==> src/rtl/pwm10_pkg.sv <==
package pwm10_pkg;

  // Register map of the write port
  typedef enum logic [1:0] {
    ADDR_CTRL    = 2'd0,
    ADDR_PER_LO  = 2'd1,
    ADDR_DUTY_LO = 2'd2,
    ADDR_EXT     = 2'd3
  } regAddr_e;

  // Control register field positions
  localparam int CTRL_RUN_BIT = 0;
  localparam int CTRL_POL_BIT = 1;
  localparam int CTRL_SEL_LSB = 2;
  localparam int SEL_W        = 2;

  // Strobes from control to datapath
  typedef struct packed {
    logic tick;   // advance the counter this cycle
    logic clear;  // hold counter at zero, output inactive
    logic load;   // period end: wrap and take staged values
    logic pol;    // 1 = active level is low
  } pwmStrobe_t;

endpackage

==> src/rtl/pwm10_ctrl.sv <==
module pwm10_ctrl
  import pwm10_pkg::*;
#(
  parameter int LOW_W     = 8,
  parameter int HIGH_W    = 2,
  parameter int SEL_SHIFT = 1,
  localparam int CNT_W    = LOW_W + HIGH_W,
  localparam int PRE_W    = ((1 << SEL_W) - 1) * SEL_SHIFT
) (
  input  logic             clk,
  input  logic             rstN,
  input  logic             wrEn,
  input  logic [1:0]       wrAddr,
  input  logic [LOW_W-1:0] wrData,
  input  logic             atEnd,
  output pwmStrobe_t       strobe,
  output logic [CNT_W-1:0] perStaged,
  output logic [CNT_W-1:0] dutyStaged,
  output logic             runBit,
  output logic             periodIrq
);

  logic              runQ;
  logic              polQ;
  logic [SEL_W-1:0]  selQ;
  logic [LOW_W-1:0]  perLoQ;
  logic [LOW_W-1:0]  dutyLoQ;
  logic [HIGH_W-1:0] perHiQ;
  logic [HIGH_W-1:0] dutyHiQ;
  logic [PRE_W-1:0]  preQ;
  logic [PRE_W-1:0]  preMask;
  logic              tickNow;
  logic              loadNow;
  logic              irqQ;
  regAddr_e          addrSel;

  assign addrSel = regAddr_e'(wrAddr);

  // Register write decode
  always_ff @(posedge clk or negedge rstN) begin
    if (!rstN) begin
      runQ    <= 1'b0;
      polQ    <= 1'b0;
      selQ    <= '0;
      perLoQ  <= '0;
      dutyLoQ <= '0;
      perHiQ  <= '0;
      dutyHiQ <= '0;
    end else if (wrEn) begin
      unique case (addrSel)
        ADDR_CTRL: begin
          runQ <= wrData[CTRL_RUN_BIT];
          polQ <= wrData[CTRL_POL_BIT];
          selQ <= wrData[CTRL_SEL_LSB +: SEL_W];
        end
        ADDR_PER_LO:  perLoQ  <= wrData;
        ADDR_DUTY_LO: dutyLoQ <= wrData;
        ADDR_EXT: begin
          perHiQ  <= wrData[0 +: HIGH_W];
          dutyHiQ <= wrData[HIGH_W +: HIGH_W];
        end
        default: ;
      endcase
    end
  end

  assign perStaged  = {perHiQ, perLoQ};
  assign dutyStaged = {dutyHiQ, dutyLoQ};

  // Prescaler mask: the low sel*SEL_SHIFT bits must all be set for a tick
  always_comb begin
    int shiftAmt;
    shiftAmt = int'(selQ) * SEL_SHIFT;
    for (int b = 0; b < PRE_W; b++) begin
      preMask[b] = (b < shiftAmt);
    end
  end

  always_ff @(posedge clk or negedge rstN) begin
    if (!rstN) begin
      preQ <= '0;
    end else if (!runQ) begin
      preQ <= '0;
    end else begin
      preQ <= preQ + 1'b1;
    end
  end

  assign tickNow = runQ && ((preQ & preMask) == preMask);
  assign loadNow = tickNow && atEnd;

  always_ff @(posedge clk or negedge rstN) begin
    if (!rstN) begin
      irqQ <= 1'b0;
    end else begin
      irqQ <= loadNow;
    end
  end

  assign strobe.tick  = tickNow;
  assign strobe.clear = !runQ;
  assign strobe.load  = loadNow;
  assign strobe.pol   = polQ;
  assign runBit       = runQ;
  assign periodIrq    = irqQ;

endmodule

==> src/rtl/pwm10_dp.sv <==
module pwm10_dp
  import pwm10_pkg::*;
#(
  parameter int CNT_W = 10
) (
  input  logic             clk,
  input  logic             rstN,
  input  pwmStrobe_t       strobe,
  input  logic [CNT_W-1:0] perStaged,
  input  logic [CNT_W-1:0] dutyStaged,
  output logic             atEnd,
  output logic             pwmOut,
  output logic [CNT_W-1:0] cnt,
  output logic [CNT_W-1:0] perW,
  output logic [CNT_W-1:0] dutyW
);

  logic [CNT_W-1:0] cntQ;
  logic [CNT_W-1:0] perQ;
  logic [CNT_W-1:0] dutyQ;
  logic             outQ;
  logic             inActive;

  assign atEnd    = (cntQ == perQ);
  assign inActive = (cntQ <= dutyQ);

  always_ff @(posedge clk or negedge rstN) begin
    if (!rstN) begin
      cntQ  <= '0;
      perQ  <= '0;
      dutyQ <= '0;
      outQ  <= 1'b0;
    end else if (strobe.clear) begin
      cntQ  <= '0;
      perQ  <= perStaged;
      dutyQ <= dutyStaged;
      outQ  <= strobe.pol;
    end else begin
      if (strobe.load) begin
        cntQ  <= '0;
        perQ  <= perStaged;
        dutyQ <= dutyStaged;
      end else if (strobe.tick) begin
        cntQ <= cntQ + 1'b1;
      end
      outQ <= inActive ^ strobe.pol;
    end
  end

  assign pwmOut = outQ;
  assign cnt    = cntQ;
  assign perW   = perQ;
  assign dutyW  = dutyQ;

endmodule

==> src/rtl/pwm10_gen.sv <==
module pwm10_gen
  import pwm10_pkg::*;
#(
  parameter int LOW_W     = 8,
  parameter int HIGH_W    = 2,
  parameter int SEL_SHIFT = 1,
  localparam int CNT_W    = LOW_W + HIGH_W
) (
  input  logic             clk,
  input  logic             rstN,
  input  logic             wrEn,
  input  logic [1:0]       wrAddr,
  input  logic [LOW_W-1:0] wrData,
  output logic             pwmOut,
  output logic             periodIrq
);

  pwmStrobe_t       strobe;
  logic [CNT_W-1:0] perStaged;
  logic [CNT_W-1:0] dutyStaged;
  logic             atEnd;
  logic             runBit;
  logic             polBit;
  logic [CNT_W-1:0] cnt;
  logic [CNT_W-1:0] perW;
  logic [CNT_W-1:0] dutyW;

  pwm10_ctrl #(
    .LOW_W(LOW_W), .HIGH_W(HIGH_W), .SEL_SHIFT(SEL_SHIFT)
  ) ctrlInst (
    .clk(clk), .rstN(rstN), .wrEn(wrEn), .wrAddr(wrAddr), .wrData(wrData),
    .atEnd(atEnd), .strobe(strobe), .perStaged(perStaged),
    .dutyStaged(dutyStaged), .runBit(runBit), .periodIrq(periodIrq)
  );

  pwm10_dp #(.CNT_W(CNT_W)) dpInst (
    .clk(clk), .rstN(rstN), .strobe(strobe), .perStaged(perStaged),
    .dutyStaged(dutyStaged), .atEnd(atEnd), .pwmOut(pwmOut),
    .cnt(cnt), .perW(perW), .dutyW(dutyW)
  );

  assign polBit = strobe.pol;

endmodule

==> config.mk <==
export PLATFORM = sky130hd
export DESIGN_NAME = pwm10_gen
export DESIGN_NICKNAME = d
export VERILOG_FILES = /design/src/rtl/pwm10_pkg.sv /design/src/rtl/pwm10_ctrl.sv /design/src/rtl/pwm10_dp.sv /design/src/rtl/pwm10_gen.sv
export SDC_FILE = /design/constraint.sdc
export NUM_CORES = 1
export LEC_CHECK = 0
export BUFFER_PORTS_ARGS = -buffer_cell sky130_fd_sc_hd__buf_2
export CAP_MARGIN = 30
export CORE_ASPECT_RATIO = 0.75
export CORE_UTILIZATION = 50
export CTS_BUF_LIST = sky130_fd_sc_hd__clkbuf_4 sky130_fd_sc_hd__clkbuf_8
export CTS_CLUSTER_SIZE = 28
export DETAILED_ROUTE_END_ITERATION = 7
export PLACE_DENSITY = 0.78
export SLEW_MARGIN = 20
export SYNTH_ARGS = -nofsm -noshare
export SYNTH_HDL_FRONTEND = slang
export SYNTH_HIERARCHICAL = 1
export SYNTH_SLANG_ARGS = --single-unit
==> constraint.sdc <==
create_clock -name clk -period 3.5 [get_ports clk]
set_input_delay 0.175 -clock clk [delete_from_list [all_inputs] [get_ports clk]]
set_output_delay 0.175 -clock clk [all_outputs]
set_load 0.005 [all_outputs]
==> flow_summary.json <==
{
  "status": "finished, final reports clean",
  "hold_start": "wrData[7]",
  "ff2ff_path_depth": 7,
  "r2r_slack_ps": 1010,
  "reg2reg_to": "dpInst/perW[8]$_DFFE_PN0P_",
  "ys_async_sr_fraction_pct": 100,
  "viasPerCell": 5.45,
  "area_delta_synth_final_pct": 13.5,
  "vias": 1783,
  "place_hpwl_um": 3660,
  "drt_iter0_markers": 109,
  "arrival_ps": 2710,
  "grtUsageTotal_pct": 21.9,
  "slew_violations": 0,
  "dr.pass1.iters": 7,
  "powerDensity_nw_per_um2": 611,
  "cts_tree": "done",
  "io_buffer_count": 14,
  "gr-usage-met2_pct": 31.5,
  "final_cell_mix": "dfrtp_1, mux2_2, nand2_1",
  "power_w": 0.00188,
  "endpoint_kind": "flop",
  "r2r_start": "dpInst/cnt[2]$_DFFE_PN0P_",
  "fp.dieW_um": 87.1,
  "min_path_type": "primary input to flop",
  "grt_util_met1_pct": 31.1,
  "ios": 15,
  "setup_viol": 0,
  "setup_tns_ps": 0,
  "synth-main-ff-cell": "dfrtp_1",
  "post_cts_buffers": 0,
  "final_nets": 275,
  "fin_crit_ps": 2490,
  "cp.required_ps": 3720,
  "worstPathMaxFanout": 31,
  "placed_cells": 309,
  "min_to": "ctrlInst/dutyLoQ[7]$_DFFE_PN0P_",
  "n_antenna_cell": 0,
  "grt_pass1_vias": 1760,
  "wire_per_inst_um": 16.1,
  "initial_core_util_pct": 53.6,
  "fin_crit_sh_pct": 71.0,
  "cts_buffers": 9,
  "drt-total-wl_um": 5260,
  "dieHeight_um": 65.8,
  "yosysTopAreaCellShare_pct": 54.4,
  "final_common_cell": "dfrtp_1",
  "clk_pin_slew_ps": 60,
  "holdPathStages": 2,
  "maxSlewHeadroom_pct": 58.5,
  "clkLatencyLatePin_ps": 340,
  "synth.avg_cell_area_sq_um": 11.8,
  "synth-edff-count": 0,
  "ys_seq_elements": 59,
  "synth_warnings": 6,
  "gp_congestion": 0.896,
  "critPathKind": "flop to flop",
  "grt_pass1_wl_um": 8900,
  "hold_viol_final": 0,
  "synth_area_sq_um": 2710,
  "drive_gt1_share_pct": 27.5,
  "cts_root_buffer": "clkbuf_8",
  "cts.repair.resized": 0,
  "ys_seq_area_share_pct": 54.4,
  "synthCells": 229,
  "hold_buffers": 1,
  "rsz0062_at_grt": "no",
  "synth_area_leader_cell": "dfrtp_1",
  "grt_max_degree": 41,
  "cts_htree_levels": 3,
  "synth_area_leaders": "dfrtp_1, mux2_2, ha_1, xnor2_1, o21ai_0",
  "final_cell_count_no_fill": 327,
  "start_kind": "flop",
  "gr-max-usage-layer": "met2",
  "synth.distinct_cells": 32,
  "overflow": 0,
  "syn_nets": 254,
  "antenna_found_initial": 0,
  "clk_path_buf_depth": 2,
  "drc_errors": 0,
  "dieArea_sq_um": 5730,
  "leakage_nw": 1.39,
  "core_area_sq_um": 5060,
  "cap_violations": 0,
  "fmax_ghz": 0.402,
  "numClockSinks": 59,
  "worstMarginPinSlew_ps": 623,
  "fin_skew_ps": 4.95,
  "antenna_left": 0,
  "ir_drop_mv": 0.447,
  "fp-row-count": 22,
  "grt_use_met3_pct": 6.87
}
==> cell usage after synthesis (3+ instances only) <==
cell type / instances
xor2_1: 6
nand4_1: 7
o21ai_0: 16
mux2_2: 33
buf_4: 3
nor2_1: 9
clkbuf_1: 4
a211oi_1: 3
a21oi_1: 7
nand2_1: 21
ha_1: 12
inv_1: 13
or3_1: 3
xnor2_1: 11
dfrtp_1: 59
==> worst max-delay path, cell delays in order, from the launching register on <==
cell and delay [ps]:
dfrtp_1 460, xnor2_1 210, nand4_1 100, nor4_1 290, nand3_1 120, a21oi_1 220
or2_2 570, mux2_2 410
==> sequential cells by signal, indices dropped and copies added, names as in the netlist <==
signal / cells
ctrlInst/dutyHiQ: 2
ctrlInst/dutyLoQ: 8
ctrlInst/perHiQ: 2
ctrlInst/perLoQ: 8
ctrlInst/periodIrq: 1
ctrlInst/polQ: 1
ctrlInst/preQ: 3
ctrlInst/runBit: 1
ctrlInst/selQ: 2
dpInst/cnt: 10
dpInst/dutyW: 10
dpInst/perW: 10
dpInst/pwmOut: 1
==> routing by layer <==
metal  part of all wire [%]  vias to the layer above
met3                    4.9                       12
met1                     50                      873
met5                      0                        -
met4                    1.7                        0
li1                       -                      839
met2                     43                       59
==> how the worst max path moves through the flow <==
stage	from	to	slack, ps	cells after the start
global placement	dpInst/cnt[4]$_DFFE_PN0P_	dpInst/perW[7]$_DFFE_PN0P_	1240	7
floorplan	dpInst/cnt[3]$_DFFE_PN0P_	dpInst/dutyW[0]$_DFFE_PN0P_	1300	10
detailed placement	dpInst/cnt[0]$_DFFE_PN0P_	dpInst/perW[8]$_DFFE_PN0P_	1110	7
CTS	dpInst/cnt[2]$_DFFE_PN0P_	dpInst/perW[8]$_DFFE_PN0P_	1080	7
global route	dpInst/cnt[2]$_DFFE_PN0P_	dpInst/perW[1]$_DFFE_PN0P_	760	7
finish	dpInst/cnt[2]$_DFFE_PN0P_	dpInst/perW[8]$_DFFE_PN0P_	1010	7
==> final cells by class <==
cell class	instances	area [sq um]
Tap cell	72	90.1
Inverter	13	48.8
Multi-Input combinational cell	149	1150
Timing Repair Buffer	18	115
Sequential cell	59	1480
Fill cell	426	1990
Clock buffer	14	168
Clock inverter	2	35.0
==> power breakdown <==
| group | switching (W) | total, W | internal, W |
|---|---|---|---|
| sequential | 0.0000838 | 0.000901 | 0.000818 |
| clock | 0.000248 | 0.000627 | 0.000379 |
| combinational | 0.000180 | 0.000354 | 0.000174 |
==> cell families (layout without fill, tap and decap cells) <==
family / Yosys count / count (layout) / share of synthesized area [%]
compound gates: 31 / 31 / 6.37
xor+xnor: 17 / 17 / 5.49
fa+ha+maj: 12 / 12 / 5.53
buf+inv: 21 / 47 / 3.32
flops: 59 / 59 / 54.4
mux: 34 / 34 / 14.1
simple gates: 55 / 55 / 10.8
==> stage by stage <==
| stage | utilization, % | instance area [sq um] | worst slack (ps) | hold slack [ps] |
|---|---|---|---|---|
| floorplan | - | 2710 | 1300 | -121 |
| global placement | 56.2 | 2850 | 1240 | 336 |
| detailed placement | 56.2 | 2850 | 1110 | 337 |
| CTS | 60.4 | 3060 | 1080 | 70.0 |
| global route | 60.8 | 3080 | 756 | 74.8 |
| finish | 60.8 | 3080 | 1010 | 82.4 |
No activity file was read; power rests on OpenSTA's default activity.
